`src/rtl/blankGenPkg.sv`:
```
package blankGenPkg;

  typedef enum logic {
    MODE_FLASH = 1'b0,
    MODE_DIM   = 1'b1
  } blankMode_e;

  // Strobes from control to datapath
  typedef struct packed {
    logic run;      // generator active this cycle
    logic load;     // start a new period and capture settings
    logic advance;  // step the period position by one tick
  } ctrlStrobe_t;

endpackage

```
`src/rtl/blankCtrl.sv`:
```
module blankCtrl
  import blankGenPkg::*;
#(
  parameter int TICK_DIV = 250
) (
  input  logic        clk,
  input  logic        rstN,
  input  logic        enable,
  input  logic        periodEnd,
  output ctrlStrobe_t strobe
);

  localparam int PRE_W = (TICK_DIV > 1) ? $clog2(TICK_DIV) : 1;
  localparam logic [PRE_W-1:0] PRE_LAST = PRE_W'(TICK_DIV - 1);

  logic             running;
  logic [PRE_W-1:0] preCnt;
  logic             preWrap;
  logic             tick;

  assign preWrap = (preCnt == PRE_LAST);

  always_comb begin
    strobe.run     = running & enable;
    tick           = strobe.run & preWrap;
    strobe.load    = (enable & ~running) | (tick & periodEnd);
    strobe.advance = tick & ~periodEnd;
  end

  always_ff @(posedge clk or negedge rstN) begin
    if (!rstN) begin
      running <= 1'b0;
      preCnt  <= '0;
    end else if (!enable) begin
      running <= 1'b0;
      preCnt  <= '0;
    end else begin
      running <= 1'b1;
      if (!running || preWrap) preCnt <= '0;
      else                     preCnt <= preCnt + PRE_W'(1);
    end
  end

endmodule

```
`src/rtl/blankPath.sv`:
```
module blankPath
  import blankGenPkg::*;
#(
  parameter int DIM_PERIOD      = 200,
  parameter int DIM_MIN         = 4,
  parameter int DIM_MAX         = 196,
  parameter int FLASH_HALF_BASE = 500000,
  parameter int RATE_MAX        = 10,
  parameter int RATE_W          = 4,
  parameter int DUTY_W          = 8
) (
  input  logic              clk,
  input  logic              rstN,
  input  logic              dimMode,
  input  logic [RATE_W-1:0] flashRate,
  input  logic [DUTY_W-1:0] dimDuty,
  input  ctrlStrobe_t       strobe,
  output logic              periodEnd,
  output logic              blankN
);

  localparam int MAX_LEN    = (2 * FLASH_HALF_BASE > DIM_PERIOD) ? 2 * FLASH_HALF_BASE : DIM_PERIOD;
  localparam int POS_W      = $clog2(MAX_LEN + 1);
  localparam int RATE_SLOTS = 1 << RATE_W;

  function automatic int clampRate(input int r);
    if (r < 1)        return 1;
    if (r > RATE_MAX) return RATE_MAX;
    return r;
  endfunction

  // Half-period length for every rate code, fixed at elaboration
  logic [POS_W-1:0] halfTab [RATE_SLOTS];
  for (genvar g = 0; g < RATE_SLOTS; g++) begin : gHalf
    assign halfTab[g] = POS_W'(FLASH_HALF_BASE / clampRate(g));
  end

  logic [DUTY_W-1:0] dutyClamped;
  logic [POS_W-1:0]  halfSel;
  logic [POS_W-1:0]  nextLow;
  logic [POS_W-1:0]  nextLast;
  logic [POS_W-1:0]  pos;
  logic [POS_W-1:0]  lowLen;
  logic [POS_W-1:0]  lastPos;

  always_comb begin
    if (dimDuty < DUTY_W'(DIM_MIN))      dutyClamped = DUTY_W'(DIM_MIN);
    else if (dimDuty > DUTY_W'(DIM_MAX)) dutyClamped = DUTY_W'(DIM_MAX);
    else                                 dutyClamped = dimDuty;
  end

  assign halfSel = halfTab[flashRate];

  always_comb begin
    if (blankMode_e'(dimMode) == MODE_DIM) begin
      nextLow  = POS_W'(dutyClamped);
      nextLast = POS_W'(DIM_PERIOD - 1);
    end else begin
      nextLow  = halfSel;
      nextLast = (halfSel << 1) - POS_W'(1);
    end
  end

  assign periodEnd = (pos == lastPos);

  always_ff @(posedge clk or negedge rstN) begin
    if (!rstN) begin
      pos     <= '0;
      lowLen  <= '0;
      lastPos <= '0;
    end else if (strobe.load) begin
      pos     <= '0;
      lowLen  <= nextLow;
      lastPos <= nextLast;
    end else if (strobe.advance) begin
      pos <= pos + POS_W'(1);
    end else if (!strobe.run) begin
      pos <= '0;
    end
  end

  always_ff @(posedge clk or negedge rstN) begin
    if (!rstN) blankN <= 1'b1;
    else       blankN <= ~(strobe.run & (pos < lowLen));
  end

endmodule

```
`src/rtl/blankGen.sv`:
```
module blankGen
  import blankGenPkg::*;
#(
  parameter int TICK_DIV        = 250,
  parameter int DIM_PERIOD      = 200,
  parameter int DIM_MIN         = 4,
  parameter int DIM_MAX         = 196,
  parameter int FLASH_HALF_BASE = 500000,
  parameter int RATE_MAX        = 10,
  parameter int RATE_W          = 4,
  parameter int DUTY_W          = $clog2(DIM_PERIOD + 1)
) (
  input  logic              clk,
  input  logic              rstN,
  input  logic              enable,
  input  logic              dimMode,
  input  logic [RATE_W-1:0] flashRate,
  input  logic [DUTY_W-1:0] dimDuty,
  output logic              blankN
);

  ctrlStrobe_t strobe;
  logic        periodEnd;

  blankCtrl #(.TICK_DIV(TICK_DIV)) uCtrl (
    .clk      (clk),
    .rstN     (rstN),
    .enable   (enable),
    .periodEnd(periodEnd),
    .strobe   (strobe)
  );

  blankPath #(
    .DIM_PERIOD     (DIM_PERIOD),
    .DIM_MIN        (DIM_MIN),
    .DIM_MAX        (DIM_MAX),
    .FLASH_HALF_BASE(FLASH_HALF_BASE),
    .RATE_MAX       (RATE_MAX),
    .RATE_W         (RATE_W),
    .DUTY_W         (DUTY_W)
  ) uPath (
    .clk      (clk),
    .rstN     (rstN),
    .dimMode  (dimMode),
    .flashRate(flashRate),
    .dimDuty  (dimDuty),
    .strobe   (strobe),
    .periodEnd(periodEnd),
    .blankN   (blankN)
  );

endmodule

```
`config.mk`:
```
export PLATFORM = sky130hd
export DESIGN_NAME = blankGen
export DESIGN_NICKNAME = d
export VERILOG_FILES = /design/src/rtl/blankGenPkg.sv /design/src/rtl/blankCtrl.sv /design/src/rtl/blankPath.sv /design/src/rtl/blankGen.sv
export SDC_FILE = /design/constraint.sdc
export NUM_CORES = 1
export LEC_CHECK = 0
export BUFFER_PORTS_ARGS = -buffer_cell sky130_fd_sc_hd__buf_4
export CAP_MARGIN = 5
export CORE_MARGIN = 2
export CORE_UTILIZATION = 50
export CTS_CLUSTER_SIZE = 25
export DETAILED_ROUTE_END_ITERATION = 16
export HOLD_SLACK_MARGIN = 0.05
export PLACE_DENSITY_LB_ADDON = 0.08
export SYNTH_ARGS = -nofsm -noshare
export SYNTH_HDL_FRONTEND = slang
export SYNTH_SLANG_ARGS = --single-unit
```
`constraint.sdc`:
```
create_clock -name clk -period 2.5 [get_ports clk]
set_clock_uncertainty 0.1 [all_clocks]
set_input_delay 0.125 -clock clk [delete_from_list [all_inputs] [get_ports clk]]
set_output_delay 0.125 -clock clk [all_outputs]
set_load 0.01 [all_outputs]
```
==> metrics <==
run status completed; Total Neg Setup Slack 0 ns; Area growth syn-to-layout 16.6%; number of DRC markers in iteration 0 roughly 150; post-route standard cell area excluding fillers just over 5000 um2; worst skew pair latency 0.34 ns; maximum number of pins on one net before global-route repair 70; switching power share of the total 28.6%; Netlist Area Pre-Place between 4000 and 5000 um2; EDFF count, synth 0; Post-synth top flop dfrtp_1; register-to-register setup slack approximately 0.091 ns; total number of clock tree sinks between 60 and 70; die outline area slightly below 10000 um2; portion of synthesized cell area occupied by the leading cell type between 30% and 40%; number of antenna cells inserted 0; category of the worst setup path launch point flop; switching power between 700 and 800 uW; maximum vdd ir drop 307 uV; Post-synth ARST share 100%; worst setup timing slack at the placement stage -0.0303 ns; filler cell count about 740; total I/O pin count 17; Routed wire per std cell around 17 um; endpoints failing setup 0; cells along the critical path xnor2_1, nand4_1, nor2_1, a32oi_4, nor2_1, a22o_1; post-route insts no fill approximately 640; average vias per placed instance ~5.7; number of antenna violations at the first check in global routing 0; transition time at the pin with the least slew margin around 0.90 ns; setup repair after global routing missed its margin no; cell with the most instances after synthesis dfrtp_1; Power Dens Cells between 500 and 600 nW/um2; overflow left after global routing 0; library cells used by synthesis 55; number of nets in the layout ~570; starting density of the core 51.2%; FF-to-FF path depth 6; placed cell count between 600 and 700; number of buffer cells added on primary ports 16; start point of the critical path uPath.lastPos[16]; maximum clock path buffer count 2; most common library cells after synthesis dfrtp_1 (68), a21oi_1 (36), inv_1 (34), nor2_1 (34), nand2_1 (33); Worst EP arrival approximately 2.6 ns; Final Cycle Share 96.4%; Placed Area a little under 5000 um2; maximum net fanout on the critical path 9; cts bufs inserted 9; via count between 3000 and 4000; worst setup path category flop to flop; total number of placement rows 34; max-slew violation count 0; Clock power frac a little over a third; largest stage delay on the critical path 0.56 ns; Critical Path Sink Type flop; total area of multi-input combinational cells 2490 um2; synthesis-stage register bit count just under 70; relative slew slack around 40%; Worst R2R Start uPath.lastPos[16]; Synth area leader dfrtp_1; drt pass-1 iters 6; vias in the first global route 3733; class of the worst hold path input pin to flop; root buf cell clkbuf_8; width of the die between 90 and 100 um; worst hold path startpoint dimDuty[2]; TritonCTS clock tree yes; share of power burned in combinational logic roughly 17%; antenna viol nets, final 0; half-perimeter wire length after placement 7820 um; reported leakage power 2.40 nW; cell repeated most along the worst path nor2_1; net count of the mapped netlist 531; cell types with the largest area share after synthesis dfrtp_1 (39%), ha_1 (8.5%), xnor2_1 (5.7%); Mapped Avg Cell Area approximately 9.1 um2; die height 98 um; # Post-CTS Setup Buffers 0; Hold Violations, Final 0; max-cap violations 0; share of final-layout standard cells stronger than drive strength 1 around 15%; capturing point of the worst reg2reg path uPath.lastPos[13]; share of synthesized area occupied by flip-flops and latches 39.1%; Critical Path Slowest Stage Cell nor2_1; Post-Route Hold Slack ~0.094 ns; all-layer global routing usage a little under a quarter; total number of H-tree levels 3; CP endpoint uPath.lastPos[13]; register area 1730 um2; internal power contribution between 1.5 and 2 mW; first-pass GRT wire length ~18000 um; max frequency between 0.4 and 0.5 GHz; Core Footprint ~8600 um2; time the worst path needs with I/O delays and setup 2.41 ns; final worst setup slack ~0.091 ns; clock transition at the registers of the reported paths approximately 0.08 ns; overall routed net length 10500 um; WP data required approximately 2.7 ns; final weighted congestion in routability-driven placement roughly 0.9; post-synthesis instance total 485; Reg power frac a little under half; warnings from Yosys 0; Remaining DRCs 0
## routing by layer
layer | track usage [%] | up-vias | part of all wire [%]
met1 | 31.8 | 1758 | 49
met5 | 0 | - | 0
li1 | - | 1820 | -
met3 | 2.72 | 18 | 2.1
met4 | 10.6 | 0 | 2.2
met2 | 36.9 | 55 | 46
## kinds of logic after synthesis
| kind of cell | synth area share, % |
|---|---|
| and+or+nand+nor | 16.1 |
| AOI/OAI and AO/OA | 20.8 |
| DFF | 39.1 |
| buffers and inverters | 5.27 |
| xor gates and xnor gates | 7.73 |
| adders and majority gates | 8.50 |
| muxes | 2.55 |
## registers in the layout (all words and copies together) (netlist names)
signal / flops
uPath.lastPos: 20
uPath.blankN: 1
uCtrl.preCnt: 8
uPath.lowLen: 19
uPath.pos: 20
uCtrl.running: 1
## final cells by class
cell class	count	area share, %
timing repair buffer	56	9.08
multi-input combinational	356	48.4
sequential	69	33.5
tap	108	2.62
inverter	34	2.48
clock buffer	11	2.74
clock inverter	5	1.17
## placed cells by master, fill, tap and decap left out, types with 11 or more instances in the layout
cell type	instances
a21o_1	18
a21oi_1	36
a22o_1	18
buf_4	45
dfrtp_1	68
ha_1	29
inv_1	33
nand2_1	32
nand2b_1	12
nand3_1	14
nand4_1	12
nor2_1	34
nor3_1	11
o31ai_1	12
xnor2_1	29
## critical path, delay by kind of cell, from the launching register on
kind,cells,cell delay (ns)
compound gates,2,0.46
xor+xnor,1,0.30
flops,1,0.41
simple gates,3,1.05
## what timing repair did
action	in CTS	in global routing
gates resized for setup	0	1
endpoints found under the hold margin	76	0
endpoints found under the setup margin	0	1
hold buffers	9	0
## worst min-delay path by stage
| stage | to | cells after the start |
|---|---|---|
| 4_1_cts | uPath.lowLen[9] | 2 |
| 3_3_place_gp | uCtrl.running | 1 |
| 6_report | uPath.lowLen[2] | 4 |
| 5_1_grt | uPath.lowLen[9] | 2 |
| 2_1_floorplan | uCtrl.preCnt[0] | 0 |
| 3_5_place_dp | uCtrl.running | 1 |
## metrics by stage
stage          util, %  power [mW]
2_1_floorplan        -        1.54
3_3_place_gp      56.2        1.69
3_5_place_dp      56.2        1.71
4_1_cts           59.6        2.64
5_1_grt           59.6        2.75
6_report          59.6        2.63
## power groups by stage
| stage | Combinational (mW) | Sequential (mW) | Clock (mW) |
|---|---|---|---|
| finish | 0.454 | 1.24 | 0.935 |
| global route | 0.508 | 1.25 | 0.994 |
| CTS | 0.456 | 1.24 | 0.944 |
| detailed placement | 0.443 | 1.26 | 0 |
| global placement | 0.434 | 1.26 | 0 |
| floorplan | 0.295 | 1.24 | 0 |
No activity file was read; power rests on OpenSTA's default activity.
